`src/rtl/dbm_pkg.sv`:
```
package dbm_pkg;
  typedef enum logic {
    MAP_HIGH = 1'b0,
    MAP_LOW  = 1'b1
  } map_e;

  localparam int NB = 2;
endpackage

```
`src/rtl/dbm_bank.sv`:
```
module dbm_bank #(
  parameter int RW = 5,
  parameter int DW = 16
) (
  input  logic          clk,
  input  logic          en,
  input  logic          we,
  input  logic [RW-1:0] row,
  input  logic [DW-1:0] wdata,
  output logic [DW-1:0] rdata
);
  localparam int ROWS = 1 << RW;

  logic [DW-1:0] cells [ROWS];

  always_ff @(posedge clk) begin
    if (en) begin
      if (we) cells[row] <= wdata;
      else    rdata      <= cells[row];
    end
  end
endmodule

```
`src/rtl/dbm_replay_q.sv`:
```
module dbm_replay_q #(
  parameter int W     = 8,
  parameter int DEPTH = 4
) (
  input  logic         clk,
  input  logic         rst,
  input  logic         push,
  input  logic [W-1:0] din,
  input  logic         pop,
  output logic [W-1:0] dout,
  output logic         empty,
  output logic         full
);
  localparam int PW = (DEPTH > 1) ? $clog2(DEPTH) : 1;
  localparam int CW = $clog2(DEPTH + 1);

  logic [W-1:0]  slots [DEPTH];
  logic [PW-1:0] wp, rp;
  logic [CW-1:0] cnt;

  always_ff @(posedge clk) begin
    if (push) slots[wp] <= din;
  end

  always_ff @(posedge clk) begin
    if (rst) begin
      wp  <= '0;
      rp  <= '0;
      cnt <= '0;
    end else begin
      if (push) wp <= (wp == PW'(DEPTH - 1)) ? '0 : wp + 1'b1;
      if (pop)  rp <= (rp == PW'(DEPTH - 1)) ? '0 : rp + 1'b1;
      case ({push, pop})
        2'b10:   cnt <= cnt + 1'b1;
        2'b01:   cnt <= cnt - 1'b1;
        default: cnt <= cnt;
      endcase
    end
  end

  assign dout  = slots[rp];
  assign empty = (cnt == '0);
  assign full  = (cnt == CW'(DEPTH));


  no_overflow_chk: assert property (@(posedge clk) disable iff (rst) push |-> !full);

  no_underflow_chk: assert property (@(posedge clk) disable iff (rst) pop |-> !empty);
endmodule

```
`src/rtl/dbm_route.sv`:
```
module dbm_route import dbm_pkg::*; #(
  parameter int   AW  = 6,
  parameter map_e MAP = MAP_HIGH
) (
  input  logic          p0_v,
  input  logic [AW-1:0] p0_addr,
  input  logic          c_v,
  input  logic [AW-1:0] c_addr,
  output logic          p0_bank,
  output logic          c_bank,
  output logic [AW-2:0] p0_row,
  output logic [AW-2:0] c_row,
  output logic          c_go,
  output logic [NB-1:0] bank_en,
  output logic [NB-1:0] src_p1
);
  generate
    if (MAP == MAP_LOW) begin : g_low
      assign p0_bank = p0_addr[0];
      assign c_bank  = c_addr[0];
      assign p0_row  = p0_addr[AW-1:1];
      assign c_row   = c_addr[AW-1:1];
    end else begin : g_high
      assign p0_bank = p0_addr[AW-1];
      assign c_bank  = c_addr[AW-1];
      assign p0_row  = p0_addr[AW-2:0];
      assign c_row   = c_addr[AW-2:0];
    end
  endgenerate

  assign c_go = c_v && !(p0_v && (c_bank == p0_bank));

  always_comb begin
    for (int b = 0; b < NB; b++) begin
      src_p1[b]  = c_go && (c_bank == 1'(b));
      bank_en[b] = (p0_v && (p0_bank == 1'(b))) || src_p1[b];
    end
  end
endmodule

```
`src/rtl/dual_bank_mem.sv`:
```
module dual_bank_mem import dbm_pkg::*; #(
  parameter int   AW     = 6,
  parameter int   DW     = 16,
  parameter int   TW     = 4,
  parameter int   QDEPTH = 4,
  parameter map_e MAP    = MAP_HIGH
) (
  input  logic             clk,
  input  logic             rst,
  input  logic             req0_valid,
  output logic             req0_ready,
  input  logic             req0_we,
  input  logic [AW-1:0]    req0_addr,
  input  logic [DW-1:0]    req0_wdata,
  input  logic [TW-1:0]    req0_tag,
  input  logic             req1_valid,
  output logic             req1_ready,
  input  logic             req1_we,
  input  logic [AW-1:0]    req1_addr,
  input  logic [DW-1:0]    req1_wdata,
  input  logic [TW-1:0]    req1_tag,
  output logic [NB-1:0]    bank_en,
  output logic [NB-1:0]    rsp_valid,
  output logic [NB-1:0]    rsp_port,
  output logic [NB-1:0]    rsp_we,
  output logic [NB*TW-1:0] rsp_tag,
  output logic [NB*DW-1:0] rsp_rdata
);
  localparam int RW    = AW - 1;
  localparam int ENT_W = 1 + AW + DW + TW;

  logic [ENT_W-1:0] q_din, q_dout;
  logic             q_push, q_pop, q_empty, q_full;

  logic          c_v, c_we;
  logic [AW-1:0] c_addr;
  logic [DW-1:0] c_wdata;
  logic [TW-1:0] c_tag;

  logic          p0_bank, c_bank, c_go;
  logic [RW-1:0] p0_row, c_row;
  logic [NB-1:0] src_p1;

  assign q_din = {req1_we, req1_addr, req1_wdata, req1_tag};

  // Port 1 candidate: queue head first, else a fresh request
  always_comb begin
    if (!q_empty) begin
      {c_we, c_addr, c_wdata, c_tag} = q_dout;
      c_v = 1'b1;
    end else begin
      {c_we, c_addr, c_wdata, c_tag} = q_din;
      c_v = req1_valid;
    end
  end

  assign req0_ready = 1'b1;
  assign req1_ready = !q_full;
  assign q_push     = req1_valid && !q_full && (!q_empty || !c_go);
  assign q_pop      = !q_empty && c_go;

  dbm_replay_q #(.W(ENT_W), .DEPTH(QDEPTH)) replay_i (
    .clk   (clk),
    .rst   (rst),
    .push  (q_push),
    .din   (q_din),
    .pop   (q_pop),
    .dout  (q_dout),
    .empty (q_empty),
    .full  (q_full)
  );

  dbm_route #(.AW(AW), .MAP(MAP)) route_i (
    .p0_v    (req0_valid),
    .p0_addr (req0_addr),
    .c_v     (c_v),
    .c_addr  (c_addr),
    .p0_bank (p0_bank),
    .c_bank  (c_bank),
    .p0_row  (p0_row),
    .c_row   (c_row),
    .c_go    (c_go),
    .bank_en (bank_en),
    .src_p1  (src_p1)
  );

  generate
    for (genvar b = 0; b < NB; b++) begin : g_bank
      logic          b_we;
      logic [RW-1:0] b_row;
      logic [DW-1:0] b_wdata;
      logic [TW-1:0] b_tag;

      assign b_we    = src_p1[b] ? c_we    : req0_we;
      assign b_row   = src_p1[b] ? c_row   : p0_row;
      assign b_wdata = src_p1[b] ? c_wdata : req0_wdata;
      assign b_tag   = src_p1[b] ? c_tag   : req0_tag;

      dbm_bank #(.RW(RW), .DW(DW)) array_i (
        .clk   (clk),
        .en    (bank_en[b]),
        .we    (b_we),
        .row   (b_row),
        .wdata (b_wdata),
        .rdata (rsp_rdata[b*DW +: DW])
      );

      always_ff @(posedge clk) begin
        if (rst) begin
          rsp_valid[b]          <= 1'b0;
          rsp_port[b]           <= 1'b0;
          rsp_we[b]             <= 1'b0;
          rsp_tag[b*TW +: TW]   <= '0;
        end else begin
          rsp_valid[b]          <= bank_en[b];
          rsp_port[b]           <= src_p1[b];
          rsp_we[b]             <= b_we;
          rsp_tag[b*TW +: TW]   <= b_tag;
        end
      end
    end
  endgenerate


  dual_issue_chk: assert property (@(posedge clk) disable iff (rst)
    (req0_valid && req1_valid && q_empty && (p0_bank != c_bank)) |=> (rsp_valid == 2'b11));

  conflict_park_chk: assert property (@(posedge clk) disable iff (rst)
    (req0_valid && req1_valid && q_empty && (p0_bank == c_bank)) |=> !q_empty);

  p0_bank0_rsp_chk: assert property (@(posedge clk) disable iff (rst)
    (req0_valid && !p0_bank) |=> (rsp_valid[0] && !rsp_port[0] && rsp_tag[TW-1:0] == $past(req0_tag)));

  p0_bank1_rsp_chk: assert property (@(posedge clk) disable iff (rst)
    (req0_valid && p0_bank) |=> (rsp_valid[1] && !rsp_port[1] && rsp_tag[2*TW-1:TW] == $past(req0_tag)));
endmodule

```
`config.mk`:
```
export PLATFORM = sky130hd
export DESIGN_NAME = dual_bank_mem
export DESIGN_NICKNAME = d
export VERILOG_FILES = /design/src/rtl/dbm_pkg.sv /design/src/rtl/dbm_bank.sv /design/src/rtl/dbm_replay_q.sv /design/src/rtl/dbm_route.sv /design/src/rtl/dual_bank_mem.sv
export SDC_FILE = /design/constraint.sdc
export NUM_CORES = 1
export LEC_CHECK = 0
export ABC_AREA = 1
export BUFFER_PORTS_ARGS = -buffer_cell sky130_fd_sc_hd__buf_4
export CAP_MARGIN = 20
export CORE_MARGIN = 2
export CORE_UTILIZATION = 60
export DETAILED_ROUTE_END_ITERATION = 16
export GPL_ROUTABILITY_DRIVEN = 1
export PLACE_DENSITY = 0.77
export SKIP_CTS_REPAIR_TIMING = 1
export SLEW_MARGIN = 30
export SYNTH_ARGS = -nofsm -noshare
export SYNTH_HDL_FRONTEND = slang
export SYNTH_SLANG_ARGS = --single-unit
export TNS_END_PERCENT = 1
```
`constraint.sdc`:
```
create_clock -name clk -period 7.38 [get_ports clk]
set_input_delay 1.476 -clock clk [delete_from_list [all_inputs] [get_ports clk]]
set_output_delay 1.476 -clock clk [all_outputs]
set_load 0.05 [all_outputs]
```
# == After elaboration in Yosys (flattened, before gate mapping) ==
# Memory sizes are Yosys's and may differ from the RTL's. A register that Yosys moved wholly into a read port is not among the register bits.
# Cells that the tools add are included.
# classes
n_addsub,4
n_eq_ne,6
mux,26
bitwise,4
n_reduce_logical,20
# op_table
operator,n
16-bit 2-to-1 mux,3
1-bit 2-to-1 mux,12
4-bit 2-to-1 mux,3
5-bit 2-to-1 mux,2
1-bit logical AND,9
2-bit 2-to-1 mux,4
"2-bit equality test, second input constant",3
6-bit 2-to-1 mux,1
3-bit case mux with 2 select lines,1
"2-bit by 1-bit adder with 2-bit output, second input constant",2
1-bit zero test,4
1-bit inverter,4
2-bit AND reduction,2
"3-bit by 1-bit adder with 3-bit output, second input constant",1
"3-bit equality test, second input constant",1
3-bit zero test,1
1-bit logical OR,3
"3-bit by 1-bit subtractor with 3-bit output, second input constant",1
"2-bit by 1-bit equality test with 1-bit output, second input constant",1
2-bit nonzero test,1
1-bit equality test,1
# word_totals
register_bits,21
ram_bits,1132
in_bits,58
output_inout_bits,50
elab_cells,74
memories,3
# memory_table
memory,depth,word_bits,read_ports,rd_ports_with_merged_regs,wr,line,text
g_bank[0].array_i.cells,32,16,1,1,1,dbm_bank.sv:14,logic [DW-1:0] cells [ROWS];
g_bank[1].array_i.cells,32,16,1,1,1,dbm_bank.sv:14,
replay_i.slots,4,27,1,1,1,dbm_replay_q.sv:17,logic [W-1:0] slots [DEPTH];

# == Logic depth before layout (Yosys ltp) ==
# Gate-level depths: netlist of run 1.
# logic_depth
ltp_word,11
depth_mapped,19
mapped_depth_nobuf,17

# == By module ==
# A second synthesis of run 1 with hierarchy kept.
# hier_totals
hier_cells,4746
area_unflattened_um2,50055.5
# by_module_without_submodules
mod,n_inst,cells_each,area_each_um2
dbm_bank,2,2078,22043.6
dbm_replay_q,1,321,4513.1
dual_bank_mem,1,243,1308.8
dbm_route,1,26,146.4

# == Least setup slack after synthesis of run 1 ==
# Ideal clock, no wire load.
# synth_timing
kind,input port to flip-flop
startpoint,in req0_valid
endpoint,"mem g_bank[0].array_i.cells[24][0], enable pin"
setup_time_ps,388
arrival_ps,3639
path_slack_ps,3353
path_stages,12
path_buffers,2
cell_sequence,inv_1 -> nor2_1 -> inv_1 -> nand4_2 -> buf_6 -> inv_2 -> nand2_1 -> nand2_1 -> nor3_4 -> buf_4 -> inv_1 -> nor2_1
# synth_between
elab_chain_cells,8
word_cells_on_any_way,11
# synth_rtl
element,line,text
start: declaration,dual_bank_mem.sv:10,"input logic req0_valid,"
1-bit logical AND,dbm_route.sv:31,assign c_go = c_v && !(p0_v && (c_bank == p0_bank));
1-bit zero test,dbm_route.sv:31,
1-bit logical AND,dbm_route.sv:31,
1-bit logical AND,dbm_route.sv:35,src_p1[b] = c_go && (c_bank == 1'(b));
1-bit 2-to-1 mux,dual_bank_mem.sv:94,assign b_we = src_p1[b] ? c_we : req0_we;
1-bit 2-to-1 mux,dbm_bank.sv:18,if (we) cells[row] <= wdata;
1-bit 2-to-1 mux,dbm_bank.sv:17,if (en) begin
1-bit 2-to-1 mux (implied by the code),dbm_bank.sv:18,
end: declaration,dbm_bank.sv:14,
# Several ways; a longest one is shown, not always the timed one.

==> summary.txt, run 1 <==
FLOORPLAN
-------------------------------------------------------------------------------------------
Floorplan Core Area ..........................................................   82400 um^2
Die outline height ...........................................................       293 um
Initial core utilization .....................................................        60.8%
I/O pins .....................................................................          108
Full die area ................................................................   85800 um^2
Total number of placement rows ...............................................          105
Die width ....................................................................       293 um

CLOCK NETWORK
-------------------------------------------------------------------------------------------
Register clock-pin slew on the reported worst setup and hold paths ...........        70 ps
Root buf cell ................................................................ sky130_fd_sc_hd__clkbuf_16
Inserted Clock Buffers .......................................................          113
Depth of the CTS H-tree ......................................................            3
Later-pin clock latency in the skew report ...................................       700 ps
TritonCTS clock tree .........................................................         done
Clk sinks ....................................................................         1187
Maximum clock path buffer count ..............................................            3

DETAILED ROUTING
-------------------------------------------------------------------------------------------
Met1 routed wirelength after detailed routing ................................     48300 um
Total wire length ............................................................    129000 um
First-pass iteration count of the detailed router ............................            6
Total length of routed met2 wires ............................................     61100 um
Routed length per placed instance ............................................      21.4 um
Total DRC errors in the routed layout ........................................            0
WL met3 ......................................................................     13600 um
Vias per cell ................................................................         5.73
Number of design-rule violations left by the first detailed-router iteration .         4157
Top metal layer carrying routed signals ......................................         met4
Detailed-route via count .....................................................        34700
Routed Antenna Nets ..........................................................            0

STA
-------------------------------------------------------------------------------------------
Count of endpoints failing hold in the final timing report ...................            0
Worst relative slew slack ....................................................        30.6%
Highest clock frequency the design can meet ..................................    0.203 GHz
Final slew viol count ........................................................            0
Shortest period the worst path allows ........................................      4920 ps
Worst Skew ...................................................................      38.8 ps
Sum of negative setup slack ..................................................         0 ps
RSZ-0062 raised after global routing .........................................        false
Part of the cycle the worst path needs .......................................        66.7%
Final setup violation count ..................................................            0
Least-Margin Pin Slew ........................................................      1040 ps

LAYOUT
-------------------------------------------------------------------------------------------
Post-route cell area .........................................................   55900 um^2
Share of final-layout standard cells stronger than drive strength 1 ..........        9.74%
Combined flip-flop and latch cell area .......................................   35400 um^2
Layout-stage area growth over the synthesis result ...........................        11.6%
Number of fillers in the final layout ........................................         5753
Area of combinational cells with multiple inputs .............................   13400 um^2
Number of nets in the finished design ........................................         4959

PLACEMENT
-------------------------------------------------------------------------------------------
Placed instance area .........................................................   52300 um^2
DPL Wire Length ..............................................................     74700 um
GPL Wtd Cong .................................................................        0.905
Count of port buffers added during placement .................................          106

SYNTH
-------------------------------------------------------------------------------------------
Synthesis-stage register bit count ...........................................         1187
Largest area contributor in the synthesized netlist .......................... sky130_fd_sc_hd__edfxtp_1
Most common library cells after synthesis .................................... 2543 x sky130_fd_sc_hd__nand2_1, 1164 x sky130_fd_sc_hd__edfxtp_1, 289 x sky130_fd_sc_hd__nand3_1
Area share of the largest cell type after synthesis ..........................        69.8%
Number of synthesized flops with an enable pin ...............................         1164
Most frequently used flop master after synthesis ............................. sky130_fd_sc_hd__edfxtp_1
Proportion of register bits with asynchronous set or reset after synthesis ...           0%
Cell area after technology mapping ...........................................   50100 um^2
Average cell area after synthesis ............................................    10.5 um^2
Distinct cell type count after synthesis .....................................           36
Most common cell in the synthesized netlist .................................. sky130_fd_sc_hd__nand2_1
Net count of the mapped netlist ..............................................         4856
Synth top area cells ......................................................... sky130_fd_sc_hd__edfxtp_1 70%, sky130_fd_sc_hd__nand2_1 19%, sky130_fd_sc_hd__nand3_1 2.9%
Number of warnings reported in the yosys synthesis log .......................            0
Number of instances in the synthesized netlist ...............................         4791
Proportion of synthesized chip area in sequential cells ......................        70.7%

RUN
-------------------------------------------------------------------------------------------
Number of max-cap violations .................................................            0

WORST SETUP PATH
-------------------------------------------------------------------------------------------
Largest fanout on the critical path ..........................................          144
Most common cell on crit path ................................................ sky130_fd_sc_hd__nand2_1
Critical path buffer and inverter count ......................................            2
Critical path class .......................................................... register to register
Peak per-stage delay on the critical path ....................................       790 ps
Arr. time, crit path .........................................................      5350 ps
Critical path launch point type ..............................................     register
Nature of the critical path endpoint .........................................     register
List of cells traversed by the critical path ................................. buf_4 -> nand2_1 -> nand3_1 -> nand2_1 -> nand2_1 -> nand4_2 -> nand2_4 -> nand2_4 -> buf_12 -> nand2_1 -> nand2_1 -> nand2_1 -> nand2_1 -> nand2_1 -> nand2_1 -> nor2_1 -> nand2_1
Required time reported for the critical path endpoint ........................      7810 ps
Family with the most delay on the worst path ................................. simple AND/OR/NAND/NOR gates
Register-to-register setup slack .............................................      2460 ps
Slowest stage cell, crit path ................................................ sky130_fd_sc_hd__nand2_4

POWER
-------------------------------------------------------------------------------------------
Power per cell area ..........................................................  437 nW/um^2
Worst IR Drop VDD ............................................................     0.440 mV
Leakage power summed over all cells ..........................................      22.9 nW

GRT
-------------------------------------------------------------------------------------------
Antenna violations before repair .............................................            3
Overflow left after global routing ...........................................            0
First-pass GRT wire length ...................................................    195000 um
Largest net degree at the start of global routing ............................          145
Vias in the first global route ...............................................        32600
Global-route usage over all layers ...........................................        29.9%

WORST HOLD PATH
-------------------------------------------------------------------------------------------
Min-delay src ................................................................ replay_i.cnt[0]$_SDFFE_PP0P_
Type of the most critical hold path .......................................... register to register

RUN STATUS
-------------------------------------------------------------------------------------------
Outcome ...................................................................... complete, no violations

## worst reg2reg max path, delay by kind of cell (launching register included)
kind	cells	cell delay, ps
simple gates	15	3350
flops	1	360
buf+inv	2	950
## layout by cell type, fill, tap and decap left out, drive strengths merged
cell type     n
a211oi       11
a21oi         6
a31oi        21
buf         237
bufinv        7
clkbuf      144
clkinv       44
clkinvlp      4
conb          1
dfxtp        23
diode         1
edfxtp     1164
fa            1
ha            6
inv          79
nand2      2548
nand3       289
nand4         6
nor2        285
nor3          8
o21a          1
o21ai        94
o22ai         1
or2           2
## layer usage
metal  GRT usage [%]  vias up
met5               0        -
met4            13.4        0
met3            5.42      332
met2            47.9     1964
met1            40.5    16300
li1                -    16100
## layout make-up
type | count | share of cell area (%)
clock inverter | 59 | 0.891
timing repair buffer | 237 | 3.31
antenna | 1 | 0.00448
inverter | 75 | 0.526
sequential | 1187 | 63.4
clock buffer | 144 | 5.47
tap | 1070 | 2.40
multi-input combinational | 3280 | 24.0
## flip-flops by register name, summed over array words and instances, names as in the netlist, named ones only
signal,cells
replay_i.wp,2
g_bank.array_i.rdata,32
rsp_tag,8
replay_i.cnt,3
replay_i.slots,108
rsp_valid,2
replay_i.rp,2
rsp_we,2
rsp_port,2
g_bank.array_i.cells,1024
## metrics by stage
step / setup WS, ps / utilization [%] / total power [mW] / std cells / hold slack [ps]
after detailed placement: 1930 / 63.5 / 18.8 / 5849 / 485
after global routing: 2170 / 67.8 / 25.5 / 6052 / 521
after CTS: 2560 / 67.8 / 24.3 / 6052 / 495
after global placement: 1930 / 63.5 / 18.6 / 5849 / 481
final: 2460 / 67.8 / 24.4 / 6053 / 495
after floorplan: 3350 / - / 15.4 / 4791 / 462
## worst paths after layout
check | endpoint | cells after the start
worst max-delay path | g_bank[0].array_i.rdata[2]$_DFFE_PP_ | 17
worst min-delay path | replay_i.cnt[0]$_SDFFE_PP0P_ | 2
worst max register to register | g_bank[0].array_i.rdata[2]$_DFFE_PP_ | 17
worst min register to register | replay_i.cnt[0]$_SDFFE_PP0P_ | 2
## report_power, final
group	internal [mW]	switching [mW]
logic	2.17	7.47
clock network	3.16	2.43
registers	9.05	0.158
## cell families after synthesis
kind of cell	count (synthesis)	synth area share, %
adder cells (fa/ha/maj)	7	0.190
AND/OR/NAND/NOR	3138	24.7
other	1	0.00749
buffers and inverters	324	2.90
flip-flops	1187	70.7
AO/OA/AOI/OAI	134	1.52
(Power assumes the default switching activity.)
==> run 2, diff against run 1 <==
--- a/config.mk
+++ b/config.mk
@@ -9,10 +9,10 @@
 export BUFFER_PORTS_ARGS = -buffer_cell sky130_fd_sc_hd__buf_4
 export CAP_MARGIN = 20
 export CORE_MARGIN = 2
-export CORE_UTILIZATION = 60
+export CORE_UTILIZATION = 56
 export DETAILED_ROUTE_END_ITERATION = 16
 export GPL_ROUTABILITY_DRIVEN = 1
-export PLACE_DENSITY = 0.77
+export PLACE_DENSITY = 0.75
 export SKIP_CTS_REPAIR_TIMING = 1
 export SLEW_MARGIN = 30
 export SYNTH_ARGS = -nofsm -noshare
==> constraint.sdc (replaced) <==
create_clock -name clk -period 3.96 [get_ports clk]
set_input_delay 0.792 -clock clk [delete_from_list [all_inputs] [get_ports clk]]
set_output_delay 0.792 -clock clk [all_outputs]
set_load 0.05 [all_outputs]
==> summary.txt, run 2 (synthesis gave the netlist of run 1 again) <==
RUN STATUS
-------------------------------------------------------------------------------------------
Outcome ...................................................................... complete, no violations

STA
-------------------------------------------------------------------------------------------
RSZ-0062 raised after global routing .........................................        false
Highest clock frequency the design can meet ..................................    0.268 GHz
Count of endpoints failing hold in the final timing report ...................            0
Shortest period the worst path allows ........................................      3730 ps
Worst relative slew slack ....................................................        39.6%
Part of the cycle the worst path needs .......................................        94.1%
Worst Skew ...................................................................      38.8 ps
Sum of negative setup slack ..................................................         0 ps
Worst path setup slack after routing .........................................       233 ps
Least-Margin Pin Slew ........................................................       906 ps
Final slew viol count ........................................................            0
Final setup violation count ..................................................            0

WORST HOLD PATH
-------------------------------------------------------------------------------------------
Min-delay src ................................................................ req1_wdata[14]
Type of the most critical hold path .......................................... input pin to register

LAYOUT
-------------------------------------------------------------------------------------------
Share of final-layout standard cells stronger than drive strength 1 ..........        11.0%
Number of nets in the finished design ........................................         5023
Register with the most flip-flops ............................................ g_bank.array_i.cells
Max FFs per register .........................................................         1024
Largest registers ............................................................ g_bank.array_i.cells: 1024 flops, replay_i.slots: 108 flops, g_bank.array_i.rdata: 32 flops
Layout-stage area growth over the synthesis result ...........................        13.7%
Final std cells w/o fill .....................................................         6223
Commonest non-fill, non-tap cells in the layout .............................. 2537 x sky130_fd_sc_hd__nand2_1, 1164 x sky130_fd_sc_hd__edfxtp_1, 289 x sky130_fd_sc_hd__nand3_1
Number of fillers in the final layout ........................................         6543
Leading cell type in the layout, fill and taps excluded ...................... sky130_fd_sc_hd__nand2_1

CLOCK NETWORK
-------------------------------------------------------------------------------------------
TritonCTS clock tree .........................................................         done
Later-pin clock latency in the skew report ...................................       740 ps
Root buf cell ................................................................ sky130_fd_sc_hd__clkbuf_16
Register clock-pin slew on the reported worst setup and hold paths ...........        60 ps
Inserted Clock Buffers .......................................................          117
Depth of the CTS H-tree ......................................................            3
Clk sinks ....................................................................         1187
Maximum clock path buffer count ..............................................            3

GRT
-------------------------------------------------------------------------------------------
Largest net degree at the start of global routing ............................          129
Antenna violations before repair .............................................            2
Vias in the first global route ...............................................        32700
Overflow left after global routing ...........................................            0
First-pass GRT wire length ...................................................    195000 um
Global-route usage over all layers ...........................................        28.4%

DETAILED ROUTING
-------------------------------------------------------------------------------------------
Vias per cell ................................................................         5.64
Number of design-rule violations left by the first detailed-router iteration .         4218
Total wire length ............................................................    131000 um
First-pass iteration count of the detailed router ............................            6
Routed length per placed instance ............................................      21.1 um
Routed Antenna Nets ..........................................................            0
Total DRC errors in the routed layout ........................................            0
Detailed-route via count .....................................................        35100

WORST SETUP PATH
-------------------------------------------------------------------------------------------
Register-to-register setup slack .............................................       230 ps
Arr. time, crit path .........................................................      4120 ps
Most common cell on crit path ................................................ sky130_fd_sc_hd__nand2_1
Worst setup path endpoint .................................................... g_bank[0].array_i.cells[2][9]$_DFFE_PP_
Required time reported for the critical path endpoint ........................      4350 ps
Family with the most delay on the worst path ................................. simple AND/OR/NAND/NOR gates
Depth of the worst register-to-register path .................................           13
Endpoint of the lowest-slack register-to-register path ....................... g_bank[0].array_i.cells[2][9]$_DFFE_PP_
Critical path class .......................................................... register to register
Nature of the critical path endpoint .........................................     register
Slowest stage cell, crit path ................................................ sky130_fd_sc_hd__nor3_4
Critical path launch point type ..............................................     register
Logic depth of the worst setup path including buffers ........................           13
Largest fanout on the critical path ..........................................           29
Peak per-stage delay on the critical path ....................................       650 ps
Critical path buffer and inverter count ......................................            5
List of cells traversed by the critical path ................................. inv_4 -> nand2_1 -> nand3_1 -> nand2_1 -> nand2_1 -> nand4_2 -> buf_4 -> o21ai_4 -> inv_2 -> nor3_4 -> inv_1 -> nor2_1 -> buf_4

PLACEMENT
-------------------------------------------------------------------------------------------
DPL Wire Length ..............................................................     77600 um
Placed insts .................................................................         6004
Count of port buffers added during placement .................................          106
Minimum setup slack after placement ..........................................       173 ps
GPL Wtd Cong .................................................................        0.904

FLOORPLAN
-------------------------------------------------------------------------------------------
Initial core utilization .....................................................        56.6%
Full die area ................................................................   91800 um^2
Die outline height ...........................................................       303 um
Total number of placement rows ...............................................          109
Die width ....................................................................       303 um
I/O pins .....................................................................          108
Floorplan Core Area ..........................................................   88500 um^2

POWER
-------------------------------------------------------------------------------------------
Worst IR Drop VDD ............................................................     0.647 mV
Power per cell area ..........................................................  827 nW/um^2
Leakage power summed over all cells ..........................................      23.4 nW

RUN
-------------------------------------------------------------------------------------------
Number of max-cap violations .................................................            0

run 2: cell count changes in the layout (fill, tap and decap cells not counted), moves of 5 or more:
cell and change:
sky130_fd_sc_hd__bufinv_16 +7, sky130_fd_sc_hd__buf_12 +13, sky130_fd_sc_hd__buf_4 +49, sky130_fd_sc_hd__clkinv_2 +5
run 2: final cells by class:
class                      instances  area [um^2]  area share, %
antenna                            3         7.51         0.0132
clock buffer                     142         3080           5.42
clock inverter                    74          767           1.35
inverter                          75          294          0.516
multi-input combinational       3280        13400           23.6
sequential                      1187        35400           62.2
tap                             1165         1460           2.56
timing repair buffer             297         2450           4.31
run 2: how the worst min path moves through the flow:
| stage | end | depth (start not counted) |
|---|---|---|
| floorplan | register | 2 |
| global placement | replay_i.rp[1]$_SDFFE_PP0N_ | 2 |
| detailed placement | replay_i.cnt[0]$_SDFFE_PP0P_ | 2 |
| CTS | replay_i.slots[2][19]$_DFFE_PP_ | 1 |
| global route | replay_i.slots[2][26]$_DFFE_PP_ | 1 |
| finish | replay_i.slots[2][18]$_DFFE_PP_ | 1 |
run 2: report_power, final:
| group | total (mW) | switching, mW | internal (mW) | leakage, nW |
|---|---|---|---|---|
| clock | 11.2 | 4.72 | 6.44 | 1.89 |
| sequential | 17.2 | 0.301 | 16.9 | 10.7 |
| combinational | 18.7 | 14.2 | 4.50 | 10.8 |
| total | 47.1 | 19.3 | 27.8 | 23.4 |
run 2: per-stage QoR:
stage          utilization, %  total power [mW]  area, um^2  hold WS (ps)
2_1_floorplan               -              28.8       50100           462
3_3_place_gp             59.9              35.3       53000           483
3_5_place_dp             60.0              35.7       53100           486
4_1_cts                  64.3              46.9       56900           250
5_1_grt                  64.3              49.1       56900           266
6_report                 64.3              47.1       56900           281
run 2: layer usage:
layer	wire, um	GRT usage [%]	up-vias
met5	0	0	-
met4	5680	12.8	0
met2	63700	46.4	1976
li1	-	-	16200
met3	12700	4.29	308
met1	49300	37.9	16600
